[config.mk]
export PLATFORM = sky130hd
export DESIGN_NAME = cmp_irq_ctrl
export DESIGN_NICKNAME = d
export VERILOG_FILES = /design/src/rtl/cmp_pkg.sv /design/src/rtl/cmp_sync.sv /design/src/rtl/cmp_edge.sv /design/src/rtl/cmp_irq_ctrl.sv
export SDC_FILE = /design/constraint.sdc
export NUM_CORES = 1
export LEC_CHECK = 0
export BUFFER_PORTS_ARGS = -buffer_cell sky130_fd_sc_hd__buf_4
export CAP_MARGIN = 20
export CORE_AREA = 2 2 39 41
export CTS_CLUSTER_DIAMETER = 150
export DETAILED_ROUTE_END_ITERATION = 8
export DIE_AREA = 0 0 41 43
export GPL_ROUTABILITY_DRIVEN = 0
export PLACE_DENSITY_LB_ADDON = 0.2
export SLEW_MARGIN = 40
export SYNTH_ARGS = -nofsm -noshare
export SYNTH_HDL_FRONTEND = slang
export SYNTH_SLANG_ARGS = --single-unit
[constraint.sdc]
create_clock -name clk_i -period 1.5 [get_ports clk_i]
set_input_delay 0.375 -clock clk_i [delete_from_list [all_inputs] [get_ports clk_i]]
set_output_delay 0.375 -clock clk_i [all_outputs]
set_load 0.01 [all_outputs]
[src/rtl/cmp_pkg.sv]
package cmp_pkg;
  localparam int REG_W       = 8;
  localparam int BIT_DIS     = 7;
  localparam int BIT_REF     = 6;
  localparam int BIT_OUT     = 5;
  localparam int BIT_FLAG    = 4;
  localparam int BIT_IEN     = 3;
  localparam int BIT_CAP     = 2;
  localparam int BIT_MODE_HI = 1;
  localparam int BIT_MODE_LO = 0;

  typedef enum logic [1:0] {
    MODE_ANY  = 2'b00,
    MODE_NONE = 2'b01,
    MODE_FALL = 2'b10,
    MODE_RISE = 2'b11
  } cmp_mode_e;
endpackage

[src/rtl/cmp_sync.sv]
module cmp_sync #(
  parameter int STAGES = 2
) (
  input  logic clk_i,
  input  logic rst_ni,
  input  logic d_i,
  output logic q_o
);
  logic [STAGES-1:0] chain_q;

  always_ff @(posedge clk_i or negedge rst_ni) begin
    if (!rst_ni) chain_q <= '0;
    else         chain_q <= {chain_q[STAGES-2:0], d_i};
  end

  assign q_o = chain_q[STAGES-1];
endmodule

[src/rtl/cmp_edge.sv]
module cmp_edge
  import cmp_pkg::*;
(
  input  logic      clk_i,
  input  logic      rst_ni,
  input  logic      lvl_i,
  input  logic      dis_i,
  input  cmp_mode_e mode_i,
  output logic      evt_o
);
  logic prev_q;
  logic rise, fall, hit;

  always_ff @(posedge clk_i or negedge rst_ni) begin
    if (!rst_ni) prev_q <= 1'b0;
    else         prev_q <= lvl_i;
  end

  assign rise = lvl_i & ~prev_q;
  assign fall = ~lvl_i & prev_q;

  always_comb begin
    unique case (mode_i)
      MODE_ANY:  hit = rise | fall;
      MODE_NONE: hit = 1'b0;
      MODE_FALL: hit = fall;
      MODE_RISE: hit = rise;
      default:   hit = 1'b0;
    endcase
  end

  // no events while powered down
  assign evt_o = hit & ~dis_i;

  AST_EVT_ON_CHANGE: assert property (@(posedge clk_i) disable iff (!rst_ni)
    evt_o |-> (lvl_i != $past(lvl_i))) else $error("event without level change");
endmodule

[src/rtl/cmp_irq_ctrl.sv]
module cmp_irq_ctrl
  import cmp_pkg::*;
#(
  parameter int SYNC_STAGES = 2
) (
  input  logic             clk_i,
  input  logic             rst_ni,
  input  logic             cmp_raw_i,
  input  logic             reg_we_i,
  input  logic [REG_W-1:0] reg_wdata_i,
  output logic [REG_W-1:0] reg_rdata_o,
  input  logic             gie_i,
  input  logic             irq_ack_i,
  output logic             irq_o,
  output logic             ref_sel_o,
  output logic             pwr_down_o,
  output logic             cap_trig_o
);
  logic      dis_q, ref_q, ien_q, cap_q, flag_q;
  cmp_mode_e mode_q;
  logic      sync_lvl, evt, flag_clr;
  logic      unused_wbit;

  assign unused_wbit = reg_wdata_i[BIT_OUT];

  cmp_sync #(.STAGES(SYNC_STAGES)) u_sync (
    .clk_i  (clk_i),
    .rst_ni (rst_ni),
    .d_i    (cmp_raw_i & ~dis_q),
    .q_o    (sync_lvl)
  );

  cmp_edge u_edge (
    .clk_i  (clk_i),
    .rst_ni (rst_ni),
    .lvl_i  (sync_lvl),
    .dis_i  (dis_q),
    .mode_i (mode_q),
    .evt_o  (evt)
  );

  always_ff @(posedge clk_i or negedge rst_ni) begin
    if (!rst_ni) begin
      dis_q  <= 1'b0;
      ref_q  <= 1'b0;
      ien_q  <= 1'b0;
      cap_q  <= 1'b0;
      mode_q <= MODE_ANY;
    end else if (reg_we_i) begin
      dis_q  <= reg_wdata_i[BIT_DIS];
      ref_q  <= reg_wdata_i[BIT_REF];
      ien_q  <= reg_wdata_i[BIT_IEN];
      cap_q  <= reg_wdata_i[BIT_CAP];
      mode_q <= cmp_mode_e'(reg_wdata_i[BIT_MODE_HI:BIT_MODE_LO]);
    end
  end

  assign flag_clr = (reg_we_i & reg_wdata_i[BIT_FLAG]) | irq_ack_i;

  // hardware set wins over a same-cycle clear
  always_ff @(posedge clk_i or negedge rst_ni) begin
    if (!rst_ni)       flag_q <= 1'b0;
    else if (evt)      flag_q <= 1'b1;
    else if (flag_clr) flag_q <= 1'b0;
  end

  always_comb begin
    reg_rdata_o = '0;
    reg_rdata_o[BIT_DIS]                 = dis_q;
    reg_rdata_o[BIT_REF]                 = ref_q;
    reg_rdata_o[BIT_OUT]                 = sync_lvl;
    reg_rdata_o[BIT_FLAG]                = flag_q;
    reg_rdata_o[BIT_IEN]                 = ien_q;
    reg_rdata_o[BIT_CAP]                 = cap_q;
    reg_rdata_o[BIT_MODE_HI:BIT_MODE_LO] = mode_q;
  end

  assign irq_o      = flag_q & ien_q & gie_i;
  assign ref_sel_o  = ref_q;
  assign pwr_down_o = dis_q;
  assign cap_trig_o = cap_q & sync_lvl;

  AST_ACK_CLEARS: assert property (@(posedge clk_i) disable iff (!rst_ni)
    (irq_ack_i && !evt) |=> !flag_q) else $error("ack did not clear flag");
  AST_WZERO_KEEPS: assert property (@(posedge clk_i) disable iff (!rst_ni)
    (flag_q && !irq_ack_i && !(reg_we_i && reg_wdata_i[BIT_FLAG])) |=> flag_q)
    else $error("flag lost without clear");
  AST_SET_WINS: assert property (@(posedge clk_i) disable iff (!rst_ni)
    evt |=> flag_q) else $error("event lost");
  AST_DIS_NO_SET: assert property (@(posedge clk_i) disable iff (!rst_ni)
    (dis_q && !flag_q) |=> !flag_q) else $error("flag set while disabled");
endmodule

# Word level (Yosys, flattened, before mapping)
# Index checks and enable logic that the tools add are counted.
[op_classes]
bitwise = 13
n_reduce_logical = 2
n_eq_ne = 3
mux = 3
[ops]
columns = ["op", "count"]
rows = [
  ["$and 1x1->1", 8],
  ["$eq 2x2->1 const B", 2],
  ["$pmux 1 s4", 1],
  ["$not 1->1", 3],
  ["$eq 2x1->1 const B", 1],
  ["$logic_not 2->1", 1],
  ["$mux 1", 2],
  ["$or 1x1->1", 2],
  ["$reduce_bool 2->1", 1],
]
[totals]
out_inout_bits = 12
register_bits = 10
in_bits = 14

# Logic depth before layout (Yosys ltp)
[logic_depth]
depth_word = 6
ltp_mapped = 5
mapped_depth_nobuf = 5

# Modules after synthesis
# From an unflattened synthesis, not the netlist that was laid out.
[unflattened]
cells_unflattened = 36
area_unflattened_um2 = 496.7
[by_module_without_submodules]
columns = ["module", "instances", "cells_per_inst", "area_per_inst_um2", "seq_area_each_um2"]
rows = [
  ["cmp_irq_ctrl", 1, 26, 356.6, 175.2],
  ["cmp_edge", 1, 8, 90.1, 25.0],
  ["cmp_sync", 1, 2, 50.0, 50.0],
]

# Worst setup path after synthesis
# No wires, ideal clock.
[synth_timing]
path_kind = "reg-to-reg"
start = "register u_sync.chain_q[1]"
end = "register flag_q"
period_less_slack_ns = 1.176
arrival_time_ns = 1.050
slack_ns = 0.324
stages_incl_launch_ff = 5
setup_ns = 0.126
required_time_ns = 1.374
cell_sequence = "dfrtp_1 -> ha_1 -> mux2_1 -> a21oi_1 -> o21ai_1"
[synth_via]
elab_chain_len = 6
[synth_lines]
columns = ["element", "line_no", "text"]
rows = [
  ["start, declared", "cmp_sync.sv:9", "logic [STAGES-1:0] chain_q;"],
  ["start signal, assigned", "cmp_sync.sv:13", "else chain_q <= {chain_q[STAGES-2:0], d_i};"],
  ["$not 1->1", "cmp_edge.sv:20", "assign fall = ~lvl_i & prev_q;"],
  ["$and 1x1->1", "cmp_edge.sv:20", ""],
  ["$or 1x1->1", "cmp_edge.sv:24", "MODE_ANY: hit = rise | fall;"],
  ["$pmux 1 s4 (*)", "cmp_edge.sv:23", "unique case (mode_i)"],
  ["$and 1x1->1 (*)", "cmp_edge.sv:33", "assign evt_o = hit & ~dis_i;"],
  ["$mux 1 or $reduce_bool 2->1 (tied branches)", "--", ""],
  ["end signal, assigned", "cmp_irq_ctrl.sv:62", "if (!rst_ni) flag_q <= 1'b0;"],
  ["end signal, assigned", "cmp_irq_ctrl.sv:63", "else if (evt) flag_q <= 1'b1;"],
  ["end signal, assigned", "cmp_irq_ctrl.sv:64", "else if (flag_clr) flag_q <= 1'b0;"],
  ["end, declared", "cmp_irq_ctrl.sv:19", "logic dis_q, ref_q, ien_q, cap_q, flag_q;"],
]
# Every way passes the cells marked *; elsewhere a longest branch is shown, timed or not.
# A chain may end at the register's enable or synchronous reset.

# Worst setup path in the final report
[layout_timing]
start = "register u_sync.chain_q[1]"
end = "output cap_trig_o"
[layout_via]
elab_chain_len = 1
[layout_lines]
columns = ["element", "line_no", "text"]
rows = [
  ["$and 1x1->1", "cmp_irq_ctrl.sv:81", "assign cap_trig_o = cap_q & sync_lvl;"],
  ["end, declared", "cmp_irq_ctrl.sv:17", "output logic cap_trig_o"],
]
# Every way passes these cells.

==> key figures <==
Status
  • Outcome: complete, no violations

Setup path
  • Critical path class: reg -> out
  • Setup crit end kind: output port
  • Worst-path cell chain: and2_1 -> buf_4
  • Worst r2r src: u_sync.chain_q[1]
  • Critical path arrival: between 0.9 and 1 ns
  • Maximum net fanout on the critical path: 5
  • Nature of the critical path startpoint: flop
  • Slowest library cell on the worst path: dfrtp_1
  • Critical path buffers and inverters: 1
  • Worst Path Required: 1.12 ns
  • Reg2Reg Capture Point: flag_q
  • Max incr delay on CP: 0.42 ns
  • Delay-heaviest family, CP: flip-flops
  • R2r setup slk: 0.24 ns
  • Path depth of the worst reg2reg path: 5

Timing
  • Worst Tran Pin Value: 0.146 ns
  • Final min period: 1.32 ns
  • Final worst slack: 0.176 ns
  • Fin. Hold Viols: 0
  • Tcrit/Tclk final: 0.883
  • Setup repair after global routing missed its margin: false
  • Final Max Slew Viols: 0
  • Slew headroom: 0.902
  • Fmax: 755 MHz
  • Setup TNS: 0 ns
  • Clk_skew: 0.00506 ns
  • Final-report setup violation count: 0

Logic synthesis
  • Mapped Cells: 36
  • Mean area per synthesized cell: 12.7 um2
  • Warnings from Yosys: 0
  • Yosys reg bits: 10
  • Syn Nets: 52
  • Post-Syn Area: 457 um2
  • Post-synthesis sequential area ratio: 0.548
  • Cell variety after synth: 15

Power
  • Switching Power: 149 uW
  • Worst IR drop on VDD: 0.492 mV
  • Share of total power in the clock network: 0.278
  • Comb pwr share: 0.211
  • Internal power: 470 uW
  • P per Cell Area: 969 nW/um2
  • Seq pwr share: 0.512
  • Lkg Pwr: 0.000325 uW
  • Sw Share: 0.241

Min path
  • Hold endpoint: u_sync.chain_q[0]
  • Worst Hold Class: in -> reg
  • Hold path start: cmp_raw_i
  • Cells on Worst Hold Path: 2

Route
  • First-pass iteration count of the detailed router: 2
  • Routed len/inst: 10.2 um
  • Via Count: 324
  • Post-Route WL: 742 um
  • DRT antenna net count: 0
  • Routed vias/inst: roughly 4.4
  • DRC Markers: 0
  • Initial DRC count: 1

GRT
  • Antenna violations before repair: 0
  • Gr usage total: 0.112
  • GR Overflow Total: 0
  • Global-route wire length before repair: between 1000 and 1500 um
  • Largest net degree at the start of global routing: 11
  • Vias in the first global route: 284

Placed design
  • Place WS: around 0.22 ns
  • # port buffers: 24
  • Placed cell count: slightly below 70
  • HPWL after detailed placement: about 570 um

CTS
  • Post-CTS Setup Inserts: 0
  • # H-tree levels: 1
  • CTS Buf Count: 3
  • Clock Tree Root: clkbuf_4
  • Clock sinks: 10
  • Cts repair resizes: 0
  • Clk Latency, worst-skew pair: 0.25 ns
  • CTS Hold Bufs: 1
  • Clk slew on worst S/H paths: around 0.06 ns
  • Max clock buf depth: 2
  • CTS tree: yes

Layout
  • Diodes inserted: 0
  • Commonest non-fill, non-tap cell in the layout: buf_4
  • Final std cells w/o fill: 73
  • Util after Layout: 0.462
  • Most frequent cells in the layout: buf_4 (24), dfrtp_1 (10), mux2_2 (6)
  • Area grow syn2layout: 40.0%
  • Final nets: 75
  • Layout cell share with drive strength beyond 1: 0.579
  • Fillers: 139

Floorplanning
  • Core outline area: 1380 um2
  • Num ports: 26
  • Std cell rows: 14
  • Chip width: 41 um
  • Die Y: roughly 43 um
  • Starting density of the core: 0.330
  • Die footprint: 1760 um2

Run
  • Max-cap violations: 0
metrics by stage:
stage / cell area (um2) / total power [uW] / hold WS [ns]
finish: 639 / 619 / 0.341
global route: 639 / 668 / 0.327
CTS: 639 / 636 / 0.332
detailed placement: 607 / 454 / 0.210
global placement: 607 / 452 / 0.211
floorplan: 457 / 394 / 0.0794
cells in the mapped netlist:
library cell  instances  area, um2
and2_1                1       6.26
nand3b_1              1       7.51
buf_2                 1       5.00
nor3_1                1       5.00
a21oi_1               1       5.00
o21ai_1               1       5.00
buf_4                 6       45.0
dfrtp_1              10        250
mux2_1                1       11.3
ha_1                  2       25.0
inv_1                 2       7.51
nor2b_1               1       6.26
nand2_1               1       3.75
mux2_2                6       67.6
and3_1                1       6.26
layout make-up:
cell class                 count  area (um2)  area share
clock buffer                   3        22.5      0.0352
inverter                       2        7.51      0.0117
multi-input combinational     17         149       0.233
sequential                    10         250       0.391
tap                           16        20.0      0.0313
timing repair buffer          25         190       0.297
logic make-up (layout without fill, tap and decap cells):
logic type / after synthesis / count (layout) / synth area share
compound gates: 2 / 2 / 0.0219
fa+ha+maj: 2 / 2 / 0.0548
flops: 10 / 10 / 0.548
simple gates: 6 / 6 / 0.0767
mux: 7 / 7 / 0.173
buf+inv: 9 / 30 / 0.126
power groups by stage:
stage,sequential (uW),clock (uW),combinational (uW)
2_1_floorplan,323,0,70.9
3_3_place_gp,321,0,130
3_5_place_dp,323,0,131
4_1_cts,318,185,133
5_1_grt,322,204,143
6_report,317,172,130
worst max path at each step:
| stage | cells after the start | startpoint | slack, ns | end |
|---|---|---|---|---|
| 4_1_cts | 2 | u_sync.chain_q[1] | 0.16 | cap_trig_o |
| 3_3_place_gp | 5 | u_sync.chain_q[1] | 0.23 | flag_q |
| 3_5_place_dp | 5 | u_sync.chain_q[1] | 0.22 | flag_q |
| 6_report | 2 | u_sync.chain_q[1] | 0.18 | cap_trig_o |
| 2_1_floorplan | 4 | u_sync.chain_q[1] | 0.32 | flag_q |
| 5_1_grt | 2 | u_sync.chain_q[1] | 0.1 | cap_trig_o |
per-layer routing:
metal	global-route usage	share of wire
met5	0	0
met3	0.0471	0.073
met1	0.122	0.39
met2	0.147	0.52
met4	0.120	0.011
sequential cells by signal (all words and copies together) (netlist names):
signal / count
ien_q: 1
cap_q: 1
u_sync.chain_q: 2
ref_sel_o: 1
pwr_down_o: 1
mode_q: 2
u_edge.prev_q: 1
flag_q: 1
Power figures use the tool's default switching activity.
